`src/rtl/gpr_pkg.sv`:
```
package gpr_pkg;
  typedef enum logic [1:0] {
    AM_PLAIN   = 2'd0,
    AM_POSTINC = 2'd1,
    AM_PREDEC  = 2'd2,
    AM_SPARE   = 2'd3
  } addr_mode_e;

  typedef struct packed {
    logic reg_hit;
    logic io_hit;
    logic sram_hit;
  } region_t;
endpackage

```
`src/rtl/gpr_ptr_unit.sv`:
```
module gpr_ptr_unit
  import gpr_pkg::*;
#(
  parameter int unsigned AW = 16
) (
  input  logic [AW-1:0] ptr_cur,
  input  logic [1:0]    mode,
  output logic [AW-1:0] ea,
  output logic [AW-1:0] ptr_next,
  output logic          wb
);
  always_comb begin
    unique case (addr_mode_e'(mode))
      AM_POSTINC: begin
        ptr_next = ptr_cur + AW'(1);
        ea       = ptr_cur;
        wb       = 1'b1;
      end
      AM_PREDEC: begin
        ptr_next = ptr_cur - AW'(1);
        ea       = ptr_cur - AW'(1);
        wb       = 1'b1;
      end
      default: begin
        ptr_next = ptr_cur;
        ea       = ptr_cur;
        wb       = 1'b0;
      end
    endcase
  end
endmodule

```
`src/rtl/gpr_addr_decode.sv`:
```
module gpr_addr_decode
  import gpr_pkg::*;
#(
  parameter int unsigned AW         = 16,
  parameter int unsigned NREG       = 32,
  parameter int unsigned IO_COUNT   = 64,
  parameter int unsigned SRAM_BYTES = 1024
) (
  input  logic [AW-1:0] addr,
  output region_t       region
);
  localparam int unsigned IO_LO    = NREG;
  localparam int unsigned SRAM_LO  = NREG + IO_COUNT;
  localparam int unsigned SRAM_END = SRAM_LO + SRAM_BYTES;

  logic [31:0] a32;
  assign a32 = 32'(addr);

  always_comb begin
    region.reg_hit  = (a32 < IO_LO);
    region.io_hit   = (a32 >= IO_LO) && (a32 < SRAM_LO);
    region.sram_hit = (a32 >= SRAM_LO) && (a32 < SRAM_END);
  end
endmodule

```
`src/rtl/gpr_store.sv`:
```
module gpr_store #(
  parameter int unsigned NREG = 32,
  parameter int unsigned DW   = 8,
  parameter int unsigned IW   = $clog2(NREG)
) (
  input  logic            clk,
  input  logic            rst,
  input  logic            w8_en,
  input  logic [IW-1:0]   w8_idx,
  input  logic [DW-1:0]   w8_data,
  input  logic            p_en,
  input  logic [IW-1:0]   p_idx,
  input  logic [2*DW-1:0] p_data,
  input  logic            m_en,
  input  logic [IW-1:0]   m_idx,
  input  logic [DW-1:0]   m_data,
  input  logic            q_en,
  input  logic [IW-1:0]   q_idx,
  input  logic [2*DW-1:0] q_data,
  output logic [DW-1:0]   regs [NREG]
);
  logic [DW-1:0] nxt [NREG];

  for (genvar i = 0; i < NREG; i++) begin : g_cell
    localparam logic [IW-1:0] MY  = IW'(i);
    localparam bit            ODD = (i % 2) == 1;
    logic q_hit, m_hit, p_hit, w_hit;
    logic [DW-1:0] q_byte, p_byte;
    assign q_hit  = q_en && ((q_idx >> 1) == (MY >> 1));
    assign m_hit  = m_en && (m_idx == MY);
    assign p_hit  = p_en && ((p_idx >> 1) == (MY >> 1));
    assign w_hit  = w8_en && (w8_idx == MY);
    assign q_byte = ODD ? q_data[2*DW-1:DW] : q_data[DW-1:0];
    assign p_byte = ODD ? p_data[2*DW-1:DW] : p_data[DW-1:0];
    assign nxt[i] = q_hit ? q_byte :
                    m_hit ? m_data :
                    p_hit ? p_byte :
                    w_hit ? w8_data : regs[i];
  end

  always_ff @(posedge clk) begin
    if (rst) regs <= '{default: '0};
    else     regs <= nxt;
  end

  AST_RESET_CLEAR: assert property (@(posedge clk)
    rst |=> (regs[0] == '0 && regs[NREG-1] == '0 && regs[NREG-6] == '0));

  AST_BYTE_LANDS: assert property (@(posedge clk) disable iff (rst)
    (w8_en && !(q_en && (q_idx >> 1) == (w8_idx >> 1))
           && !(m_en && m_idx == w8_idx)
           && !(p_en && (p_idx >> 1) == (w8_idx >> 1)))
    |=> regs[$past(w8_idx)] == $past(w8_data));

  AST_PAIR_LANDS: assert property (@(posedge clk) disable iff (rst)
    (p_en && !(q_en && (q_idx >> 1) == (p_idx >> 1))
          && !(m_en && (m_idx >> 1) == (p_idx >> 1)))
    |=> {regs[$past(p_idx) | IW'(1)], regs[$past(p_idx) & ~IW'(1)]} == $past(p_data));

  AST_PTR_WINS: assert property (@(posedge clk) disable iff (rst)
    q_en |=> {regs[$past(q_idx) | IW'(1)], regs[$past(q_idx) & ~IW'(1)]} == $past(q_data));
endmodule

```
`src/rtl/gpr_file_top.sv`:
```
module gpr_file_top
  import gpr_pkg::*;
#(
  parameter int unsigned NREG       = 32,
  parameter int unsigned DW         = 8,
  parameter int unsigned IO_COUNT   = 64,
  parameter int unsigned SRAM_BYTES = 1024
) (
  input  logic                      clk,
  input  logic                      rst,
  input  logic [$clog2(NREG)-1:0]   rd_a_idx,
  output logic [DW-1:0]             rd_a_data,
  input  logic [$clog2(NREG)-1:0]   rd_b_idx,
  output logic [DW-1:0]             rd_b_data,
  input  logic [$clog2(NREG)-1:0]   rd_p_idx,
  output logic [2*DW-1:0]           rd_p_data,
  input  logic                      wr_en,
  input  logic [$clog2(NREG)-1:0]   wr_idx,
  input  logic [DW-1:0]             wr_data,
  input  logic                      pw_en,
  input  logic [$clog2(NREG)-1:0]   pw_idx,
  input  logic [2*DW-1:0]           pw_data,
  input  logic                      acc_en,
  input  logic                      acc_we,
  input  logic                      acc_ptr,
  input  logic [1:0]                acc_sel,
  input  logic [1:0]                acc_mode,
  input  logic [2*DW-1:0]           acc_addr,
  input  logic [DW-1:0]             acc_wdata,
  output logic [2*DW-1:0]           acc_ea,
  output logic                      acc_hit_reg,
  output logic                      acc_hit_io,
  output logic                      acc_hit_sram,
  output logic [DW-1:0]             acc_rdata
);
  localparam int unsigned IW       = $clog2(NREG);
  localparam int unsigned AW       = 2 * DW;
  localparam int unsigned PTR_BASE = NREG - 6;

  logic [DW-1:0] regs [NREG];
  logic [1:0]    sel_eff;
  logic [IW-1:0] ptr_lo;
  logic [AW-1:0] cur_ptr, ptr_ea, ptr_next, ea;
  logic          ptr_wb;
  region_t       region;

  assign sel_eff = (acc_sel == 2'd3) ? 2'd2 : acc_sel;
  assign ptr_lo  = IW'(PTR_BASE) + IW'({sel_eff, 1'b0});
  assign cur_ptr = {regs[ptr_lo | IW'(1)], regs[ptr_lo]};

  gpr_ptr_unit #(.AW(AW)) u_ptr (
    .ptr_cur (cur_ptr),
    .mode    (acc_mode),
    .ea      (ptr_ea),
    .ptr_next(ptr_next),
    .wb      (ptr_wb)
  );

  assign ea = acc_ptr ? ptr_ea : acc_addr;

  gpr_addr_decode #(
    .AW(AW), .NREG(NREG), .IO_COUNT(IO_COUNT), .SRAM_BYTES(SRAM_BYTES)
  ) u_dec (
    .addr  (ea),
    .region(region)
  );

  gpr_store #(.NREG(NREG), .DW(DW), .IW(IW)) u_store (
    .clk    (clk),
    .rst    (rst),
    .w8_en  (wr_en),
    .w8_idx (wr_idx),
    .w8_data(wr_data),
    .p_en   (pw_en),
    .p_idx  (pw_idx),
    .p_data (pw_data),
    .m_en   (acc_en && acc_we && region.reg_hit),
    .m_idx  (ea[IW-1:0]),
    .m_data (acc_wdata),
    .q_en   (acc_en && acc_ptr && ptr_wb),
    .q_idx  (ptr_lo),
    .q_data (ptr_next),
    .regs   (regs)
  );

  always_ff @(posedge clk) begin
    if (rst) begin
      rd_a_data    <= '0;
      rd_b_data    <= '0;
      rd_p_data    <= '0;
      acc_ea       <= '0;
      acc_hit_reg  <= 1'b0;
      acc_hit_io   <= 1'b0;
      acc_hit_sram <= 1'b0;
      acc_rdata    <= '0;
    end else begin
      rd_a_data    <= regs[rd_a_idx];
      rd_b_data    <= regs[rd_b_idx];
      rd_p_data    <= {regs[rd_p_idx | IW'(1)], regs[rd_p_idx & ~IW'(1)]};
      if (acc_en) acc_ea <= ea;
      acc_hit_reg  <= acc_en && region.reg_hit;
      acc_hit_io   <= acc_en && region.io_hit;
      acc_hit_sram <= acc_en && region.sram_hit;
      acc_rdata    <= (acc_en && region.reg_hit) ? regs[ea[IW-1:0]] : '0;
    end
  end

  AST_REGION_ONEHOT: assert property (@(posedge clk) disable iff (rst)
    $onehot0({acc_hit_reg, acc_hit_io, acc_hit_sram}));

  AST_IDLE_CLEAR: assert property (@(posedge clk) disable iff (rst)
    !acc_en |=> (!acc_hit_reg && !acc_hit_io && !acc_hit_sram && acc_rdata == '0));

  AST_POSTINC_EA: assert property (@(posedge clk) disable iff (rst)
    (acc_en && acc_ptr && acc_mode == 2'd1) |=> acc_ea == $past(cur_ptr));

  AST_POSTINC_WB: assert property (@(posedge clk) disable iff (rst)
    (acc_en && acc_ptr && acc_mode == 2'd1)
    |=> {regs[$past(ptr_lo) | IW'(1)], regs[$past(ptr_lo)]} == $past(cur_ptr) + AW'(1));

  AST_PREDEC_EA: assert property (@(posedge clk) disable iff (rst)
    (acc_en && acc_ptr && acc_mode == 2'd2) |=> acc_ea == $past(cur_ptr) - AW'(1));
endmodule

```
`config.mk`:
```
export PLATFORM = sky130hd
export DESIGN_NAME = gpr_file_top
export DESIGN_NICKNAME = d
export VERILOG_FILES = /design/src/rtl/gpr_pkg.sv /design/src/rtl/gpr_ptr_unit.sv /design/src/rtl/gpr_addr_decode.sv /design/src/rtl/gpr_store.sv /design/src/rtl/gpr_file_top.sv
export SDC_FILE = /design/constraint.sdc
export NUM_CORES = 1
export LEC_CHECK = 0
export ABC_CLOCK_PERIOD_IN_PS = 13500
export BUFFER_PORTS_ARGS = -buffer_cell sky130_fd_sc_hd__buf_2
export CORE_AREA = 2 2 300 302
export DETAILED_ROUTE_END_ITERATION = 10
export DIE_AREA = 0 0 302 304
export PLACE_DENSITY = 0.48
export SETUP_SLACK_MARGIN = 0.2
export SLEW_MARGIN = 25
export SYNTH_ARGS = -nofsm -noshare
export SYNTH_HDL_FRONTEND = slang
export SYNTH_SLANG_ARGS = --single-unit
```
`constraint.sdc`:
```
create_clock -name clk -period 13.5 [get_ports clk]
set_input_delay 2.7 -clock clk [delete_from_list [all_inputs] [get_ports clk]]
set_output_delay 2.7 -clock clk [all_outputs]
set_load 0.005 [all_outputs]
```
==> results.json <==
{
  "outcome": "finished clean",
  "wl_mm": 130,
  "io_pins": 143,
  "cts_tree": "yes",
  "hold_path.class": "flip-flop to flip-flop",
  "worst_slew_pin_slew_ns": 1.10,
  "reg.largest.list": "u_store.regs: 256 flops, acc_ea: 16 flops, rd_p_data: 16 flops",
  "start_kind": "input pin",
  "ant_nets": 0,
  "holdBufCountCts": 0,
  "placed_cell_area_um2": 28200,
  "start_util_pct": 29.7,
  "htreeDepth": 2,
  "gr-total-overflow": 0,
  "dp_worst_setup_slack_ns": 5.56,
  "worstHoldPathCells": 2,
  "crit_fanout": 22,
  "hpwl_mm": 88.1,
  "cts-root-buf": "clkbuf_16",
  "antenna_found_initial": 24,
  "drive_above_1_share_pct": 24.3,
  "p_per_area_nw_per_um2": 95.8,
  "grt-busiest-layer": "met2",
  "drt_iter0_markers": 3283,
  "fin_area_um2": 29600,
  "min-delay-start": "acc_ea[15]",
  "leakagePower_uw": 0.0115,
  "path_class": "input pin to flip-flop",
  "cts_buffer_depth": 3,
  "portBuffers": 140,
  "vias_per_cell": 6.58,
  "ys_ff_latch": 315,
  "syn_area_um2": 26400,
  "max_cap_viol_count": 0,
  "track_usage_pct": 27.6,
  "dieArea_um2": 91800,
  "cts_setup_buffers": 0,
  "ys_warn_count": 0,
  "skew_ns": 0.0220,
  "required_ns": 13.99,
  "cts_resized": 0,
  "max_freq_ghz": 0.134,
  "hold_viol": 0,
  "top_register": "u_store.regs",
  "use_met2_pct": 41.4,
  "die_w_um": 302,
  "peakVddDrop_uv": 80.7,
  "period_share_pct": 55.4,
  "crit_path_end_kind": "flip-flop",
  "grt_use_met1_pct": 36.0,
  "ys_seq_area_share_pct": 23.9,
  "finalWeightedCongestion": 0.942,
  "fp-row-count": 110,
  "largest_reg_flops": 256,
  "finalWorstSetupSlack_ns": 6.02,
  "cts.sinks": 315,
  "syn_inst": 2797,
  "groute.layer.met3.usage_pct": 8.92,
  "routedWlPerCell_um": 32.6,
  "relSlewSlack_pct": 26.7,
  "synthArstFlopShare_pct": 0,
  "grt_setup_unrepaired": "false",
  "finalCriticalPeriod_ns": 7.48,
  "setup_viol": 0,
  "vias": 26100,
  "synth_cell_type_count": 84,
  "areaGrowthSynthToFinish_pct": 12.0,
  "slew_viol_final": 0,
  "grt_pass1_vias": 24800,
  "grt_pass1_wl_mm": 184,
  "grt_max_degree": 90,
  "cts_buffers": 40,
  "drc": 0,
  "synth_nets": 2886,
  "insertion_delay_ns": 0.60,
  "synth_edf_count": 0,
  "clk_pin_slew_ns": 0.06,
  "fin_tns_setup_ns": 0,
  "avgSynthCellArea_um2": 9.45,
  "nNetsFinal": 2849,
  "cp.arrival_ns": 7.98,
  "die_y_um": 304,
  "regToRegStartpoint": "u_store.regs[25]",
  "yosys_most_used_dff": "dfxtp_1",
  "coreArea_um2": 89000,
  "rr_worst_depth": 14,
  "first_pass_iters": 6,
  "critPathLaunch": "acc_sel[0]"
}
-- Yosys cell counts (9+ instances only) --
cell type,instances,area share [%]
nand2_1,384,5.5
a31oi_1,17,0.40
o22ai_1,12,0.28
o21bai_1,9,0.26
a211oi_1,22,0.62
buf_2,15,0.28
nor2b_1,62,1.5
a311oi_1,18,0.60
nand3_1,46,0.87
o221ai_1,11,0.36
inv_1,18,0.26
a211o_1,29,0.96
o2111ai_1,57,1.9
a21o_1,9,0.26
mux2_2,16,0.68
o21ai_1,23,0.44
nor2_1,127,1.8
o21a_1,21,0.60
o21ai_0,130,2.5
or3_1,10,0.24
clkbuf_1,246,3.5
nor3_1,48,0.91
nand4_1,27,0.64
dfxtp_1,315,24
o211ai_1,125,3.5
mux2i_1,309,12
and2_1,29,0.69
buf_1,36,0.51
nor4_1,9,0.21
mux4_2,304,26
a21oi_1,160,3.0
-- per-layer routing --
layer,routed length (µm),vias up
met5,156,-
met4,6910,26
met3,16200,361
met2,56300,1870
met1,50100,13100
li1,-,10800
-- layout make-up --
cell class / instances / area [µm²]
antenna: 5 / 12.5
clock buffer: 56 / 1160
clock inverter: 18 / 230
fill: 8990 / 59400
inverter: 22 / 87.6
multi-input combinational: 2159 / 19000
sequential: 315 / 6310
tap: 1176 / 1470
timing repair buffer: 222 / 1340
-- cells in the final DEF (no fill, tap or decap), types with 9 or more instances in the layout --
| cell type | instances |
|---|---|
| nor3_1 | 39 |
| clkbuf_16 | 41 |
| buf_4 | 85 |
| a21oi_1 | 158 |
| o2111ai_1 | 57 |
| nand2_1 | 379 |
| o211ai_1 | 125 |
| nand4_1 | 27 |
| o22ai_1 | 12 |
| o221ai_1 | 11 |
| nor2b_1 | 61 |
| or3_1 | 10 |
| a31oi_1 | 17 |
| o21ai_0 | 130 |
| o21ai_1 | 17 |
| a211o_1 | 29 |
| nor2_1 | 127 |
| buf_2 | 134 |
| nand3_1 | 46 |
| a211oi_1 | 22 |
| mux4_2 | 304 |
| o21ai_2 | 10 |
| nor4_1 | 9 |
| nor3_2 | 10 |
| inv_1 | 17 |
| dfxtp_1 | 315 |
| mux2i_1 | 309 |
| and2_1 | 29 |
| a311oi_1 | 18 |
| o21a_1 | 21 |
| mux2_2 | 16 |
-- cell families after synthesis --
group	synth area share, %
AO/OA/AOI/OAI	18.2
XOR/XNOR	0.398
adder cells (fa/ha/maj)	0.237
buffers and inverters	4.74
flip-flops	23.9
multiplexers	38.3
AND/OR/NAND/NOR	14.3
-- worst max-delay path, stage by stage --
cell and delay, ns:
buf_2 0.56, mux2i_1 0.49, o21a_1 0.24, ha_1 0.24, and2_1 0.18, o311ai_1 0.24
nor3_1 0.54, xnor2_1 0.22, o21ai_0 0.25, or3_1 0.45, nor2_2 0.11, buf_4 0.25
and4_1 0.43, nand2_1 0.68, mux2i_1 0.36
-- report_power, final --
group / switching (µW) / leakage (µW) / internal (µW)
Combinational: 413 / 0.00827 / 232
Clock: 480 / 0.000683 / 698
Sequential: 49.8 / 0.00256 / 964
Total: 942 / 0.0115 / 1890
-- per-stage QoR --
| step | std cells | util, % | hold slack (ns) | total power (µW) |
|---|---|---|---|---|
| floorplan | 2797 | - | 0.458 | 1420 |
| global placement | 3891 | 31.6 | 0.459 | 1650 |
| detailed placement | 3891 | 31.6 | 0.471 | 1660 |
| CTS | 3965 | 33.2 | 0.480 | 2830 |
| global route | 3971 | 33.3 | 0.490 | 2910 |
| finish | 3973 | 33.3 | 0.475 | 2840 |
-- path summary, 6_finish.rpt --
path / slack [ns] / to
worst min-delay path: 0.47 / acc_ea[15]
worst max-delay path: 6.02 / u_store.regs[196]
worst max register to register: 8.38 / u_store.regs[196]
worst min register to register: 0.47 / acc_ea[15]
No activity file was read; power rests on OpenSTA's default activity.
